==> config.mk <==
export PLATFORM = sky130hd
export DESIGN_NAME = jtagSpiFramer
export DESIGN_NICKNAME = d
export VERILOG_FILES = /design/src/rtl/jfsPkg.sv /design/src/rtl/jfsCtrl.sv /design/src/rtl/jfsData.sv /design/src/rtl/jtagSpiFramer.sv
export SDC_FILE = /design/constraint.sdc
export NUM_CORES = 1
export LEC_CHECK = 0
export BUFFER_PORTS_ARGS = -buffer_cell sky130_fd_sc_hd__clkbuf_2
export CORE_UTILIZATION = 50
export CTS_CLUSTER_SIZE = 20
export DETAILED_ROUTE_END_ITERATION = 7
export PLACE_DENSITY = 0.73
export SYNTH_ARGS = -nofsm -noshare
export SYNTH_HDL_FRONTEND = slang
export SYNTH_SLANG_ARGS = --single-unit
==> constraint.sdc <==
create_clock -name clk -period 8 [get_ports clk]
set_clock_uncertainty 0.2 [all_clocks]
set_input_delay 1.6 -clock clk [delete_from_list [all_inputs] [get_ports clk]]
set_output_delay 1.6 -clock clk [all_outputs]
set_load 0.02 [all_outputs]
==> src/rtl/jfsPkg.sv <==
package jfsPkg;

  // Role of the bit placed on TDI in a given TCK cycle.
  typedef enum logic [2:0] {
    KIND_NONE,
    KIND_PAD,
    KIND_MARK,
    KIND_HDR,
    KIND_PAY,
    KIND_FLUSH
  } bitKind_e;

  // Strobes from control to datapath.
  typedef struct packed {
    logic     load;       // accepted start: reset datapath state
    logic     present;    // TCK falling now: drive next TDI bit
    bitKind_e kind;       // role of the bit about to be presented
    logic     sample;     // TCK rising now: capture TDO
    logic     sampleWin;  // current cycle lies in the capture window
    logic     lastCap;    // current cycle is the final shift bit
  } ctlStrobe_t;

endpackage

==> src/rtl/jfsCtrl.sv <==
module jfsCtrl
  import jfsPkg::*;
#(
  parameter int NBITS_W = 16,
  parameter int BYP_W   = 6,
  parameter int DIV_W   = 8,
  parameter int HDR_W   = 32,
  parameter int TGT_LAT = 1
) (
  input  logic               clk,
  input  logic               rstN,
  input  logic               start,
  input  logic [NBITS_W-1:0] bitCount,
  input  logic [BYP_W-1:0]   preBypass,
  input  logic [BYP_W-1:0]   postBypass,
  input  logic [DIV_W-1:0]   clkDiv,
  input  logic               txStarve,
  input  logic               rxBlock,
  output logic               tck,
  output logic               tms,
  output logic               busy,
  output ctlStrobe_t         strb
);

  localparam int CYC_W = NBITS_W + BYP_W + $clog2(HDR_W) + 3;
  localparam logic [CYC_W-1:0] ENTRY_LEN = CYC_W'(3);
  localparam logic [CYC_W-1:0] HDR_LEN   = CYC_W'(HDR_W);
  localparam logic [CYC_W-1:0] LAT_LEN   = CYC_W'(TGT_LAT);
  localparam logic [CYC_W-1:0] ONE       = CYC_W'(1);

  typedef enum logic [1:0] {S_IDLE, S_RUN, S_PARK} ctlState_e;

  ctlState_e        st;
  logic [DIV_W-1:0] divCnt, divLim;
  logic             tckR, tmsR;
  logic [CYC_W-1:0] cycIdx, nextIdx, lastIdx;
  logic [CYC_W-1:0] markIdx, payBeg, flushBeg, capBeg, lastShift;
  logic [CYC_W-1:0] markIdxN, payBegN, flushBegN, capBegN, lastShiftN;
  logic             startOk, halfTick, riseGo, fallGo, parkGo, inWin;
  bitKind_e         nextKind;

  // Frame boundaries for the requested transfer, in TCK cycle indices.
  always_comb begin
    markIdxN   = ENTRY_LEN + CYC_W'(preBypass);
    payBegN    = markIdxN + ONE + HDR_LEN;
    flushBegN  = payBegN + CYC_W'(bitCount);
    lastShiftN = flushBegN + CYC_W'(preBypass) + LAT_LEN
               + CYC_W'(postBypass) - ONE;
    capBegN    = lastShiftN - CYC_W'(bitCount) + ONE;
  end

  assign startOk  = (st == S_IDLE) && start && (bitCount != '0);
  assign nextIdx  = cycIdx + ONE;
  assign lastIdx  = lastShift + CYC_W'(2);
  assign halfTick = (st != S_IDLE) && (divCnt == divLim);
  assign riseGo   = (st == S_RUN) && halfTick && !tckR && !rxBlock;
  assign fallGo   = (st == S_RUN) && halfTick && tckR && !txStarve;
  assign parkGo   = (st == S_PARK) && halfTick;
  assign inWin    = (st == S_RUN) && !tckR
                 && (cycIdx >= capBeg) && (cycIdx <= lastShift);

  always_comb begin
    if (nextIdx < ENTRY_LEN || nextIdx > lastShift) nextKind = KIND_NONE;
    else if (nextIdx < markIdx)                     nextKind = KIND_PAD;
    else if (nextIdx == markIdx)                    nextKind = KIND_MARK;
    else if (nextIdx < payBeg)                      nextKind = KIND_HDR;
    else if (nextIdx < flushBeg)                    nextKind = KIND_PAY;
    else                                            nextKind = KIND_FLUSH;
  end

  always_comb begin
    strb.load      = startOk;
    strb.present   = fallGo;
    strb.kind      = nextKind;
    strb.sample    = riseGo && inWin;
    strb.sampleWin = inWin;
    strb.lastCap   = (cycIdx == lastShift);
  end

  always_ff @(posedge clk) begin
    if (!rstN) begin
      st        <= S_IDLE;
      divCnt    <= '0;
      divLim    <= '0;
      tckR      <= 1'b0;
      tmsR      <= 1'b0;
      cycIdx    <= '0;
      markIdx   <= '0;
      payBeg    <= '0;
      flushBeg  <= '0;
      capBeg    <= '0;
      lastShift <= '0;
    end else begin
      if (halfTick) begin
        if (riseGo || fallGo || parkGo) divCnt <= '0;
      end else if (st != S_IDLE) begin
        divCnt <= divCnt + DIV_W'(1);
      end
      unique case (st)
        S_IDLE: if (startOk) begin
          st        <= S_RUN;
          tmsR      <= 1'b1;           // toward Select-DR
          tckR      <= 1'b0;
          cycIdx    <= '0;
          divCnt    <= '0;
          divLim    <= clkDiv;
          markIdx   <= markIdxN;
          payBeg    <= payBegN;
          flushBeg  <= flushBegN;
          capBeg    <= capBegN;
          lastShift <= lastShiftN;
        end
        S_RUN: begin
          if (riseGo) begin
            tckR <= 1'b1;
            if (cycIdx == lastIdx) st <= S_PARK;
          end
          if (fallGo) begin
            tckR   <= 1'b0;
            cycIdx <= nextIdx;
            tmsR   <= (nextIdx == lastShift) || (nextIdx == lastShift + ONE);
          end
        end
        S_PARK: if (parkGo) begin
          tckR <= 1'b0;
          tmsR <= 1'b0;
          st   <= S_IDLE;
        end
        default: st <= S_IDLE;
      endcase
    end
  end

  assign tck  = tckR;
  assign tms  = tmsR;
  assign busy = (st != S_IDLE);

  AST_SAMPLE_IN_SHIFT: assert property (@(posedge clk) disable iff (!rstN)
    strb.sample |-> (tmsR == (cycIdx == lastShift)));
  AST_IDLE_TCK_LOW: assert property (@(posedge clk) disable iff (!rstN)
    !busy |-> !tckR);
  AST_STALL_HOLDS_TCK: assert property (@(posedge clk) disable iff (!rstN)
    (busy && tckR && txStarve) |=> tckR);

endmodule

==> src/rtl/jfsData.sv <==
module jfsData
  import jfsPkg::*;
#(
  parameter int NBITS_W = 16,
  parameter int HDR_W   = 32
) (
  input  logic               clk,
  input  logic               rstN,
  input  ctlStrobe_t         strb,
  input  logic [NBITS_W-1:0] bitCount,
  input  logic [7:0]         txData,
  input  logic               txValid,
  output logic               txReady,
  input  logic               tdo,
  output logic [7:0]         rxData,
  output logic               rxValid,
  input  logic               rxReady,
  output logic               tdi,
  output logic               txStarve,
  output logic               rxBlock
);

  logic [HDR_W-1:0] hdrR;
  logic [7:0]       txByte, rxSh, capByte, packed8;
  logic [3:0]       bitsLeft;
  logic [2:0]       rxCnt;
  logic             tdiR, rxValidR, needByte, complete;
  logic [7:0]       rxDataR;

  assign needByte = (strb.kind == KIND_PAY) && (bitsLeft == 4'd0);
  assign txStarve = needByte && !txValid;
  assign txReady  = strb.present && needByte && txValid;
  assign capByte  = {rxSh[6:0], tdo};
  assign complete = (rxCnt == 3'd7) || strb.lastCap;
  assign packed8  = capByte << (3'd7 - rxCnt);
  assign rxBlock  = strb.sampleWin && complete && rxValidR && !rxReady;

  always_ff @(posedge clk) begin
    if (!rstN) begin
      hdrR     <= '0;
      txByte   <= '0;
      bitsLeft <= '0;
      tdiR     <= 1'b0;
      rxSh     <= '0;
      rxCnt    <= '0;
      rxDataR  <= '0;
      rxValidR <= 1'b0;
    end else begin
      if (strb.load) begin
        hdrR     <= HDR_W'(bitCount) - HDR_W'(1);
        bitsLeft <= '0;
        tdiR     <= 1'b0;
        rxSh     <= '0;
        rxCnt    <= '0;
      end
      if (strb.present) begin
        unique case (strb.kind)
          KIND_MARK: tdiR <= 1'b1;
          KIND_HDR: begin
            tdiR <= hdrR[HDR_W-1];
            hdrR <= hdrR << 1;
          end
          KIND_PAY: begin
            if (needByte) begin
              tdiR     <= txData[7];
              txByte   <= {txData[6:0], 1'b0};
              bitsLeft <= 4'd7;
            end else begin
              tdiR     <= txByte[7];
              txByte   <= txByte << 1;
              bitsLeft <= bitsLeft - 4'd1;
            end
          end
          default: tdiR <= 1'b0;
        endcase
      end
      if (rxValidR && rxReady) rxValidR <= 1'b0;
      if (strb.sample) begin
        rxSh  <= capByte;
        rxCnt <= rxCnt + 3'd1;
        if (complete) begin
          rxDataR  <= packed8;
          rxValidR <= 1'b1;
          rxCnt    <= '0;
        end
      end
    end
  end

  assign tdi     = tdiR;
  assign rxData  = rxDataR;
  assign rxValid = rxValidR;

  AST_RX_HOLD: assert property (@(posedge clk) disable iff (!rstN)
    (rxValidR && !rxReady) |=> (rxValidR && $stable(rxDataR)));
  AST_TX_TAKE_VALID: assert property (@(posedge clk) disable iff (!rstN)
    txReady |-> txValid);
  AST_NO_SAMPLE_BLOCKED: assert property (@(posedge clk) disable iff (!rstN)
    strb.sample |-> !rxBlock);

endmodule

==> src/rtl/jtagSpiFramer.sv <==
module jtagSpiFramer
  import jfsPkg::*;
#(
  parameter int NBITS_W = 16,
  parameter int BYP_W   = 6,
  parameter int DIV_W   = 8,
  parameter int HDR_W   = 32,
  parameter int TGT_LAT = 1
) (
  input  logic               clk,
  input  logic               rstN,
  input  logic               start,
  input  logic [NBITS_W-1:0] bitCount,
  input  logic [BYP_W-1:0]   preBypass,
  input  logic [BYP_W-1:0]   postBypass,
  input  logic [DIV_W-1:0]   clkDiv,
  output logic               busy,
  input  logic [7:0]         txData,
  input  logic               txValid,
  output logic               txReady,
  output logic [7:0]         rxData,
  output logic               rxValid,
  input  logic               rxReady,
  output logic               tck,
  output logic               tms,
  output logic               tdi,
  input  logic               tdo
);

  ctlStrobe_t strb;
  logic       txStarve, rxBlock;

  jfsCtrl #(
    .NBITS_W(NBITS_W), .BYP_W(BYP_W), .DIV_W(DIV_W),
    .HDR_W(HDR_W), .TGT_LAT(TGT_LAT)
  ) ctl_i (
    .clk(clk), .rstN(rstN), .start(start), .bitCount(bitCount),
    .preBypass(preBypass), .postBypass(postBypass), .clkDiv(clkDiv),
    .txStarve(txStarve), .rxBlock(rxBlock),
    .tck(tck), .tms(tms), .busy(busy), .strb(strb)
  );

  jfsData #(.NBITS_W(NBITS_W), .HDR_W(HDR_W)) dat_i (
    .clk(clk), .rstN(rstN), .strb(strb), .bitCount(bitCount),
    .txData(txData), .txValid(txValid), .txReady(txReady),
    .tdo(tdo), .rxData(rxData), .rxValid(rxValid), .rxReady(rxReady),
    .tdi(tdi), .txStarve(txStarve), .rxBlock(rxBlock)
  );

  AST_PINS_STEADY_HIGH: assert property (@(posedge clk) disable iff (!rstN)
    (tck && $past(tck)) |-> ($stable(tdi) && $stable(tms)));
  AST_TX_ONLY_BUSY: assert property (@(posedge clk) disable iff (!rstN)
    txReady |-> busy);

endmodule

==> results of run 1 <==
## logic make-up after synthesis
| logic type | Yosys count |
|---|---|
| mux | 35 |
| compound gates | 452 |
| simple gates | 675 |
| flops | 193 |
| other cells | 1 |
| fa+ha+maj | 164 |
| xor+xnor | 140 |
| buf+inv | 264 |
## metrics by stage
stage               power, W  TNS [ns]  cell area [um^2]    util
floorplan           0.001942         0             15130       -
global placement    0.002254  -0.05064             15790  0.5312
detailed placement  0.002285    -1.661             15790  0.5312
CTS                 0.003191         0             16390  0.5514
global route        0.003383   -0.2508             16430  0.5529
finish              0.003206         0             16430  0.5529
## worst min path at each step
stage,endpoint,slack (ns),cells past startpoint
after floorplan,ctl_i.capBeg[8]$_SDFFE_PN0P_,0.23,2
after global placement,ctl_i.capBeg[8]$_SDFFE_PN0P_,0.24,2
after detailed placement,ctl_i.capBeg[5]$_SDFFE_PN0P_,0.25,2
after CTS,ctl_i.capBeg[5]$_SDFFE_PN0P_,0.26,2
after global routing,dat_i.hdrR[5]$_SDFF_PN0_,0.28,2
final,ctl_i.capBeg[5]$_SDFFE_PN0P_,0.26,2
## critical path: cells and delay by family
kind / cells / cell delay, ns
xor gates and xnor gates: 4 / 0.56
buffers and inverters: 8 / 0.82
and+or+nand+nor: 8 / 1.38
adders and majority gates: 6 / 2.16
AOI/OAI and AO/OA: 7 / 1.26
## power by group
group / leakage [nW] / internal [W] / switching (W)
Sequential: 1.57 / 0.00102 / 0.0000504
Clock: 0.289 / 0.000425 / 0.000471
Combinational: 4.89 / 0.000517 / 0.000721
## flip-flops by register name (all words and copies together) (netlist names), 2 cells and up
register / count
ctl_i.payBeg: 8
ctl_i.divCnt: 8
dat_i.bitsLeft: 4
ctl_i.divLim: 8
dat_i.rxSh: 7
ctl_i.capBeg: 30
dat_i.hdrR: 32
ctl_i.lastShift: 18
ctl_i.flushBeg: 17
ctl_i.st: 2
dat_i.rxData: 8
ctl_i.markIdx: 7
dat_i.txByte: 7
dat_i.rxCnt: 3
ctl_i.cycIdx: 30
## final cells by class
type / instances / share of cell area
Sequential cell: 193 / 0.2352
Inverter: 156 / 0.03571
Tap cell: 390 / 0.02970
Multi-Input combinational cell: 1468 / 0.6244
Clock inverter: 15 / 0.01066
Timing Repair Buffer: 105 / 0.03853
Clock buffer: 17 / 0.02589
## metal layers
metal / up-vias / track usage
met3: 95 / 0.03854
li1: 6918 / -
met1: 6732 / 0.3707
met4: 0 / 0.1101
met2: 465 / 0.4847
met5: - / 0
## synth_stat cells (all sizes together) (22+ instances only)
library cell  instances
nand2               211
dfxtp               193
ha                  156
inv                 155
a21oi               133
nor2                110
xnor2               103
o21ai                90
nand3                86
clkbuf               79
nand4                61
nor3                 44
a21o                 38
a211oi               36
xor2                 32
mux2i                31
o211ai               30
buf                  29
or3                  22
==> flow_metrics.env, run 1 <==
export IMPL_cts_tree="built"
export IMPL_cts_buffers=17
export IMPL_wl_met1_um=19080
export IMPL_finalHoldViolCount=0
export IMPL_synthArstFlopShare=0
export IMPL_cp_endpoint="ctl_i.capBeg[21]$_SDFFE_PN0P_"
export IMPL_fin_ws_ns=0.3276
export IMPL_crit_slowest_cell="or4_4"
export IMPL_reg2reg_depth=15
export IMPL_grtUsageTotal=0.2871
export IMPL_drt_pass1_iter_count=7
export IMPL_synth_simple_area_share=0.2262
export IMPL_port_buffers=63
export IMPL_final_common_cell="nand2_1"
export IMPL_hp_class="register to register"
export IMPL_synth_largest_area_cell="dfxtp_1"
export IMPL_worstSetupPathType="input port to register"
export IMPL_hpwlAfterDp_um=32690
export IMPL_drt_iter0_markers=1304
export IMPL_multi_input_area_um2=10260
export IMPL_stdcell_count=2344
export IMPL_worstReg2RegEnd="ctl_i.cycIdx[3]$_SDFFE_PN0P_"
export IMPL_finalSetupViolCount=0
export IMPL_rows=63
export IMPL_cp_start_kind="input port"
export IMPL_r2r_setup_slack_ns=1.82
export IMPL_cts_sinks=193
export IMPL_fmax_mhz=130.3
export IMPL_status="finished, final reports clean"
export IMPL_drc_errors=0
export IMPL_ir_drop_v=0.0001435
export IMPL_worstPathArrival_ns=7.78
export IMPL_synth_edf_count=0
export IMPL_grt_overflow=0
export IMPL_yosys_warnings=0
export IMPL_slew_viol_final=0
export IMPL_drive_above_1_share=0.09775
export IMPL_min_from="ctl_i.capBeg[5]$_SDFFE_PN0P_"
export IMPL_num_antenna_cells=0
export IMPL_end_kind="register"
export IMPL_crit_required_ns=8.11
export IMPL_synth_compound_area_frac=0.1962
export IMPL_ctsHoldBuffers=0
export IMPL_synth_top_cell_area_share=0.2554
export IMPL_max_cap_violations=0
export IMPL_dp_cells=2312
export IMPL_vias_per_cell=6.062
export IMPL_fin_crit_ns=7.672
export IMPL_core_um2=29720
export IMPL_synth_area_um2=15130
export IMPL_top_layer="met4"
export IMPL_hold_ws_ns=0.2566
export IMPL_clk_pin_slew_ns=0.09
export IMPL_dp_slack_ns=-0.1521
export IMPL_crit_path_max_fanout=9
export IMPL_worstReg2RegStart="ctl_i.cycIdx[0]$_SDFFE_PN0P_"
export IMPL_boundaryPins=64
export IMPL_slowest_delay_ns=0.56
export IMPL_layout_common_cells="209 x nand2_1, 193 x dfxtp_1, 155 x inv_1, 155 x ha_1, 131 x a21oi_1"
export IMPL_htree_levels=4
export IMPL_wl_met3_um=2640
export IMPL_synth_top_family_by_area="simple AND/OR/NAND/NOR gates"
export IMPL_synth_fa_ha_area_frac=0.1396
export IMPL_postCtsSetupBuffers=0
export IMPL_leakagePower_nw=6.756
export IMPL_synthXorXnorAreaFrac=0.08559
export IMPL_die_area_um2=30960
export IMPL_powerDensity_nw_per_um2=195.1
export IMPL_route_vias_total=14210
export IMPL_crit_start="preBypass[1]"
export IMPL_n_fill_cell=2715
export IMPL_synthMuxAreaShare=0.02497
export IMPL_fin_crit_sh=0.9590
export IMPL_routabilityCongestion=0.9935
export IMPL_slew_headroom=0.07331
export IMPL_syn_avg_cell_area_um2=7.864
export IMPL_wire_per_inst_um=18.69
export IMPL_synth_area_leaders="dfxtp_1 26%, ha_1 13%, xnor2_1 6.0%"
export IMPL_grt_start_max_net_pins=90
export IMPL_seq_area_frac_synth=0.2554
export IMPL_route_met2_wl_um=20720
export IMPL_ant_nets=0
export IMPL_final_seq_area_um2=3864
export IMPL_fp_dieW_um=176.0
export IMPL_synth_main_ff_cell="dfxtp_1"
export IMPL_antenna_found_initial=0
export IMPL_cts_resized=0
export IMPL_max_slew_worst_pin_slew_ns=1.355
export IMPL_clk_latency_ns=0.46
export IMPL_initial_core_util=0.5092
export IMPL_syn_inst=1924
export IMPL_cts_max_path_buffers=2
export IMPL_ys_ff_latch=193
export IMPL_synth_cell_type_count=89
export IMPL_chipHeight_um=176.0
export IMPL_syn_to_final_growth_pct=8.592
export IMPL_grt_pass1_wl_um=70800
export IMPL_wl_um=43820
export IMPL_root_buffer="clkbuf_16"
export IMPL_grt_pass1_vias=13540
export IMPL_nets=2155
Power figures use the tool's default switching activity.
==> run 2: changes to the inputs <==
- BUFFER_PORTS_ARGS: -buffer_cell sky130_fd_sc_hd__clkbuf_2 -> -buffer_cell sky130_fd_sc_hd__buf_2
==> run 2 against run 1 <==
Net effect: clock power is 2.5% lower; critical path type unchanged; cell count is 0.17% higher; critical endpoint is now ctl_i.capBeg[22]$_SDFFE_PN0P_; via count is 0.34% higher; sequential power hardly changed; die area stayed put; critical path depth is 2 lower.
==> flow_metrics.env, run 2 (synthesis gave the netlist of run 1 again) <==
export IMPL_hold_ws_ns=0.2563
export IMPL_crit_slowest_cell="fa_1"
export IMPL_drt_pass1_iter_count=5
export IMPL_cp_start_kind="input port"
export IMPL_die_area_um2=30960
export IMPL_cts_max_path_buffers=2
export IMPL_clk_pin_slew_ns=0.08
export IMPL_finalSetupViolCount=0
export IMPL_n_fill_cell=2791
export IMPL_grt_pass1_vias=13120
export IMPL_route_met2_wl_um=20060
export IMPL_holdPathEnd="ctl_i.capBeg[6]$_SDFFE_PN0P_"
export IMPL_r2r_setup_slack_ns=2.02
export IMPL_dp_slack_ns=-0.1812
export IMPL_boundaryPins=64
export IMPL_leakagePower_nw=6.763
export IMPL_reg_largest_list="dat_i.hdrR x32, ctl_i.capBeg x30, ctl_i.cycIdx x30"
export IMPL_rsz0062_at_grt="no"
export IMPL_vias_per_cell=6.073
export IMPL_largest_register="dat_i.hdrR"
export IMPL_chipHeight_um=176.0
export IMPL_finalInstanceArea_um2=16440
export IMPL_initial_core_util=0.5092
export IMPL_core_um2=29720
export IMPL_grt_pass1_wl_um=68920
export IMPL_largest_reg_flops=32
export IMPL_cts_sinks=193
export IMPL_fp_dieW_um=176.0
export IMPL_drive_above_1_share=0.09908
export IMPL_worstSetupPathType="input port to register"
export IMPL_crit_required_ns=8.11
export IMPL_nets=2159
export IMPL_drc_errors=0
export IMPL_fin_crit_ns=7.542
export IMPL_end_kind="register"
export IMPL_antenna_found_initial=1
export IMPL_placedInstanceArea_um2=15800
export IMPL_final_common_cell="nand2_1"
export IMPL_slew_viol_final=0
export IMPL_slew_headroom=0.2368
export IMPL_crit_start="preBypass[0]"
export IMPL_layout_common_cells="209 x nand2_1, 193 x dfxtp_1, 155 x inv_1, 153 x ha_1, 132 x a21oi_1"
export IMPL_grt_overflow=0
export IMPL_clk_latency_ns=0.46
export IMPL_finalHoldViolCount=0
export IMPL_crit_top_cell="ha_1"
export IMPL_syn_to_final_growth_pct=8.666
export IMPL_fmax_mhz=132.6
export IMPL_grtUsageTotal=0.2801
export IMPL_status="finished, final reports clean"
export IMPL_hp_class="register to register"
export IMPL_cts_tree="built"
export IMPL_wire_per_inst_um=18.38
export IMPL_port_buffers=63
export IMPL_fin_ws_ns=0.4577
export IMPL_drt_iter0_markers=1122
export IMPL_max_slew_worst_pin_slew_ns=1.139
export IMPL_rows=63
export IMPL_routabilityCongestion=0.9748
export IMPL_powerDensity_nw_per_um2=193.6
export IMPL_crit_path_max_fanout=6
export IMPL_max_cap_violations=0
export IMPL_route_vias_total=14260
export IMPL_wl_um=43160
export IMPL_num_antenna_cells=0
export IMPL_root_buffer="clkbuf_16"
export IMPL_hold_depth=2
export IMPL_fin_crit_sh=0.9428
export IMPL_wl_met1_um=19190
export IMPL_worstReg2RegEnd="ctl_i.cycIdx[11]$_SDFFE_PN0P_"
export IMPL_wl_met3_um=2576
export IMPL_finalPower_w=0.003183
export IMPL_ir_drop_v=0.0001419
export IMPL_postLayoutCoreUtil=0.5533
export IMPL_htree_levels=4
export IMPL_cts_buffers=17
export IMPL_reg2reg_depth=16
export IMPL_worstPathArrival_ns=7.66
export IMPL_worstReg2RegStart="ctl_i.cycIdx[0]$_SDFFE_PN0P_"
export IMPL_top_layer="met5"
export IMPL_grt_start_max_net_pins=88
export IMPL_slowest_delay_ns=0.49
export IMPL_ant_nets=0
export IMPL_hpwlAfterDp_um=31930
export IMPL_min_from="ctl_i.capBeg[6]$_SDFFE_PN0P_"
[run 2: changes by cell type in the layout (fill, tap and decap cells not counted), sizes merged]
cell and delta:
buf +66, bufinv +1, clkbuf -61, clkinv -2, clkinvlp +1, inv -1
[run 2: worst max-delay path by stage]
stage / endpoint
global placement: ctl_i.capBeg[24]$_SDFFE_PN0P_
finish: ctl_i.capBeg[22]$_SDFFE_PN0P_
CTS: ctl_i.capBeg[28]$_SDFFE_PN0P_
floorplan: ctl_i.capBeg[19]$_SDFFE_PN0P_
global route: ctl_i.capBeg[26]$_SDFFE_PN0P_
detailed placement: ctl_i.capBeg[28]$_SDFFE_PN0P_
[run 2: through the flow]
stage	TNS (ns)	std cells
finish	0	2348
global route	0	2348
CTS	0	2346
detailed placement	-1.977	2314
global placement	0	2314
floorplan	0	1925
[run 2: metal layers]
| layer | vias to the layer above | GRT usage |
|---|---|---|
| met5 | - | 0 |
| met4 | 2 | 0.1047 |
| met3 | 99 | 0.04156 |
| met2 | 457 | 0.4676 |
| met1 | 6782 | 0.3644 |
| li1 | 6919 | - |
[run 2: area by class of cell]
type,count,area [um^2],share of cell area
multi-input combinational,1468,10270,0.6246
timing repair buffer,109,663.1,0.04033
clock inverter,14,141.4,0.008599
clock buffer,18,429.2,0.02610
inverter,156,586.8,0.03569
tap,390,488.0,0.02968
sequential,193,3864,0.2350
[run 2: repair_timing]
| action | 4_1_cts | 5_1_grt |
|---|---|---|
| resized for setup | 0 | 13 |
| buffers inserted | 0 | 2 |
| hold endpoints to repair | 0 | 0 |
| setup endpoints to repair | 0 | 16 |
| hold buffers | 0 | 0 |
[run 2: report_power, final]
group          switching [W]  leakage [nW]  internal (W)
logic               0.000714          4.91      0.000525
clock network       0.000433         0.277      0.000440
registers          0.0000474          1.57       0.00102
[run 2: critical path, delay by kind of cell]
| kind | cells | cell delay [ns] |
|---|---|---|
| XOR/XNOR | 4 | 0.65 |
| AND/OR/NAND/NOR | 1 | 0.16 |
| buffers and inverters | 6 | 0.62 |
| AO/OA/AOI/OAI | 14 | 2.53 |
| adder cells (fa/ha/maj) | 6 | 2.10 |
==> run 3: changes to the inputs <==
- CELL_PAD_IN_SITES_DETAIL_PLACEMENT: not set -> 0
- CELL_PAD_IN_SITES_GLOBAL_PLACEMENT: not set -> 2
- CORE_UTILIZATION: 50 -> 35
- CTS_BUF_LIST: not set -> sky130_fd_sc_hd__clkbuf_16
- PLACE_DENSITY: 0.73 -> 0.83
==> run 3 against run 2 <==
Net effect: highest routed layer unchanged; first-iteration DRC count fell by 30%; via count fell by 3.2%; total power rose by 0.24%; critical endpoint is now txReady; clock power rose by 0.9%; core utilization fell by 16 points; clock-buffer cell count fell by 1; hold slack got worse by 0.0041 ns; global-route usage fell by 6.3 points; flip-flop and latch count did not move.
==> flow_metrics.env, run 3 (synthesis gave the netlist of run 1 again) <==
export IMPL_final_common_cell="nand2_1"
export IMPL_largest_reg_flops=32
export IMPL_slowest_delay_ns=0.67
export IMPL_worstPathCellList="ha_1 > and4_1 > nand2_1 > nor2_1 > xnor2_1 > ha_1 > and3_1 > a221o_1 > a221o_1 > nand3_1 > o211ai_1 > or4b_4 > nor3_1 > buf_2"
export IMPL_vias_per_cell=5.424
export IMPL_final_seq_area_um2=3864
export IMPL_fmax_mhz=131.9
export IMPL_grtUsageTotal=0.2170
export IMPL_cts_tree="built"
export IMPL_reg_largest_list="dat_i.hdrR x32, ctl_i.capBeg x30, ctl_i.cycIdx x30"
export IMPL_cts_sinks=193
export IMPL_htree_levels=4
export IMPL_hpwlAfterDp_um=35450
export IMPL_wl_um=46410
export IMPL_nets=2169
export IMPL_finalHoldViolCount=0
export IMPL_ir_drop_v=0.0002286
export IMPL_drt_pass1_iter_count=5
export IMPL_fin_crit_sh=0.9474
export IMPL_status="finished, final reports clean"
export IMPL_powerDensity_nw_per_um2=190.8
export IMPL_grt_start_max_net_pins=69
export IMPL_max_slew_worst_pin_slew_ns=1.146
export IMPL_crit_slowest_cell="dfxtp_1"
export IMPL_syn_to_final_growth_pct=10.54
export IMPL_rsz0062_at_grt="no"
export IMPL_slew_viol_final=0
export IMPL_clk_pin_slew_ns=0.08
export IMPL_fp_dieW_um=209.9
export IMPL_root_buffer="clkbuf_16"
export IMPL_num_antenna_cells=0
export IMPL_n_fill_cell=4469
export IMPL_route_vias_total=13800
export IMPL_finalSetupViolCount=0
export IMPL_largest_register="dat_i.hdrR"
export IMPL_leakagePower_nw=6.817
export IMPL_wire_per_inst_um=18.24
export IMPL_chipHeight_um=209.9
export IMPL_antenna_found_initial=1
export IMPL_cts_buffers=17
export IMPL_end_kind="output pin"
export IMPL_fin_crit_ns=7.579
export IMPL_layout_common_cells="209 x nand2_1, 193 x dfxtp_1, 156 x inv_1, 156 x ha_1, 133 x a21oi_1"
export IMPL_slew_headroom=0.2357
export IMPL_ctsHoldBuffers=0
export IMPL_postLayoutCoreUtil=0.3952
export IMPL_crit_required_ns=6.20
export IMPL_fin_ws_ns=0.4211
export IMPL_worstSetupPathType="register to output pin"
export IMPL_finalPower_w=0.003191
export IMPL_dp_slack_ns=-0.1973
export IMPL_crit_path_max_fanout=12
export IMPL_boundaryPins=64
export IMPL_clk_latency_ns=0.50
export IMPL_cts_max_path_buffers=2
export IMPL_rows=75
export IMPL_core_um2=42320
export IMPL_max_cap_violations=0
export IMPL_cp_start_kind="register"
export IMPL_grt_pass1_vias=13210
export IMPL_initial_core_util=0.3575
export IMPL_routabilityCongestion=0.9008
export IMPL_worstPathArrival_ns=5.78
export IMPL_grt_overflow=0
export IMPL_crit_buf_inv=1
export IMPL_hp_class="register to register"
export IMPL_drive_above_1_share=0.09959
export IMPL_cp_top_family="simple AND/OR/NAND/NOR gates"
export IMPL_drc_errors=0
export IMPL_die_area_um2=44070
export IMPL_port_buffers=63
export IMPL_grt_pass1_wl_um=74400
export IMPL_multi_input_area_um2=10220
export IMPL_drt_iter0_markers=780
export IMPL_ant_nets=0
## run 3: cell types whose count changed in the layout (fill, tap and decap cells not counted), sizes merged
cell / change
buf: +10
bufinv: -1
clkbuf: -1
clkinv: +5
clkinvlp: -2
inv: -1
## run 3: cell type report
cell class / instances / share of cell area
multi-input combinational: 1468 / 0.6112
tap: 577 / 0.04316
timing repair buffer: 119 / 0.04414
clock buffer: 17 / 0.02543
clock inverter: 15 / 0.01002
inverter: 156 / 0.03508
sequential: 193 / 0.2310
## run 3: worst reg2reg max path: stages (launching register included)
cell and delay [ns]:
dfxtp_1 0.67, ha_1 0.38, and4_1 0.58, nand2_1 0.35, nor2_1 0.21, xnor2_1 0.32, ha_1 0.36, and3_1 0.19
a221o_1 0.35, a221o_1 0.35, nand3_1 0.10, o211ai_1 0.31, o41ai_4 0.52, buf_4 0.47, and2_1 0.60, o21ai_0 0.18
## run 3: where the power goes
group	internal, W	switching, W	total [W]
logic	0.000532	0.000704	0.00124
registers	0.00102	0.0000503	0.00107
clock network	0.000417	0.000463	0.000881
total	0.00197	0.00122	0.00319
## run 3: routing by layer
| layer | global-route usage | routed length [um] |
|---|---|---|
| met2 | 0.3669 | 22160 |
| met3 | 0.03756 | 1535 |
| met5 | 0 | 10 |
| met4 | 0.04833 | 582 |
| met1 | 0.2871 | 22130 |
## run 3: path summary, 6_finish.rpt
path / from / endpoint / slack (ns) / cells past startpoint
worst max register to register: ctl_i.cycIdx[0]$_SDFFE_PN0P_ / ctl_i.cycIdx[11]$_SDFFE_PN0P_ / 1.72 / 15
worst max-delay path: ctl_i.cycIdx[0]$_SDFFE_PN0P_ / txReady / 0.42 / 14
worst min-delay path: ctl_i.capBeg[4]$_SDFFE_PN0P_ / ctl_i.capBeg[4]$_SDFFE_PN0P_ / 0.25 / 2
worst min register to register: ctl_i.capBeg[4]$_SDFFE_PN0P_ / ctl_i.capBeg[4]$_SDFFE_PN0P_ / 0.25 / 2
## run 3: repair_timing
action | 4_1_cts | 5_1_grt
setup endpoints to repair | 0 | 13
gates resized for setup | 0 | 4
setup buffers | 0 | 1
## run 3: through the flow
stage / setup TNS (ns) / hold slack [ns] / std cells / instance area (um^2)
2_1_floorplan: 0 / 0.2319 / 1925 / 15130
3_3_place_gp: -0.8387 / 0.2400 / 2512 / 16110
3_5_place_dp: -2.108 / 0.2463 / 2512 / 16110
4_1_cts: 0 / 0.2562 / 2544 / 16710
5_1_grt: 0 / 0.2777 / 2545 / 16730
6_report: 0 / 0.2522 / 2545 / 16730
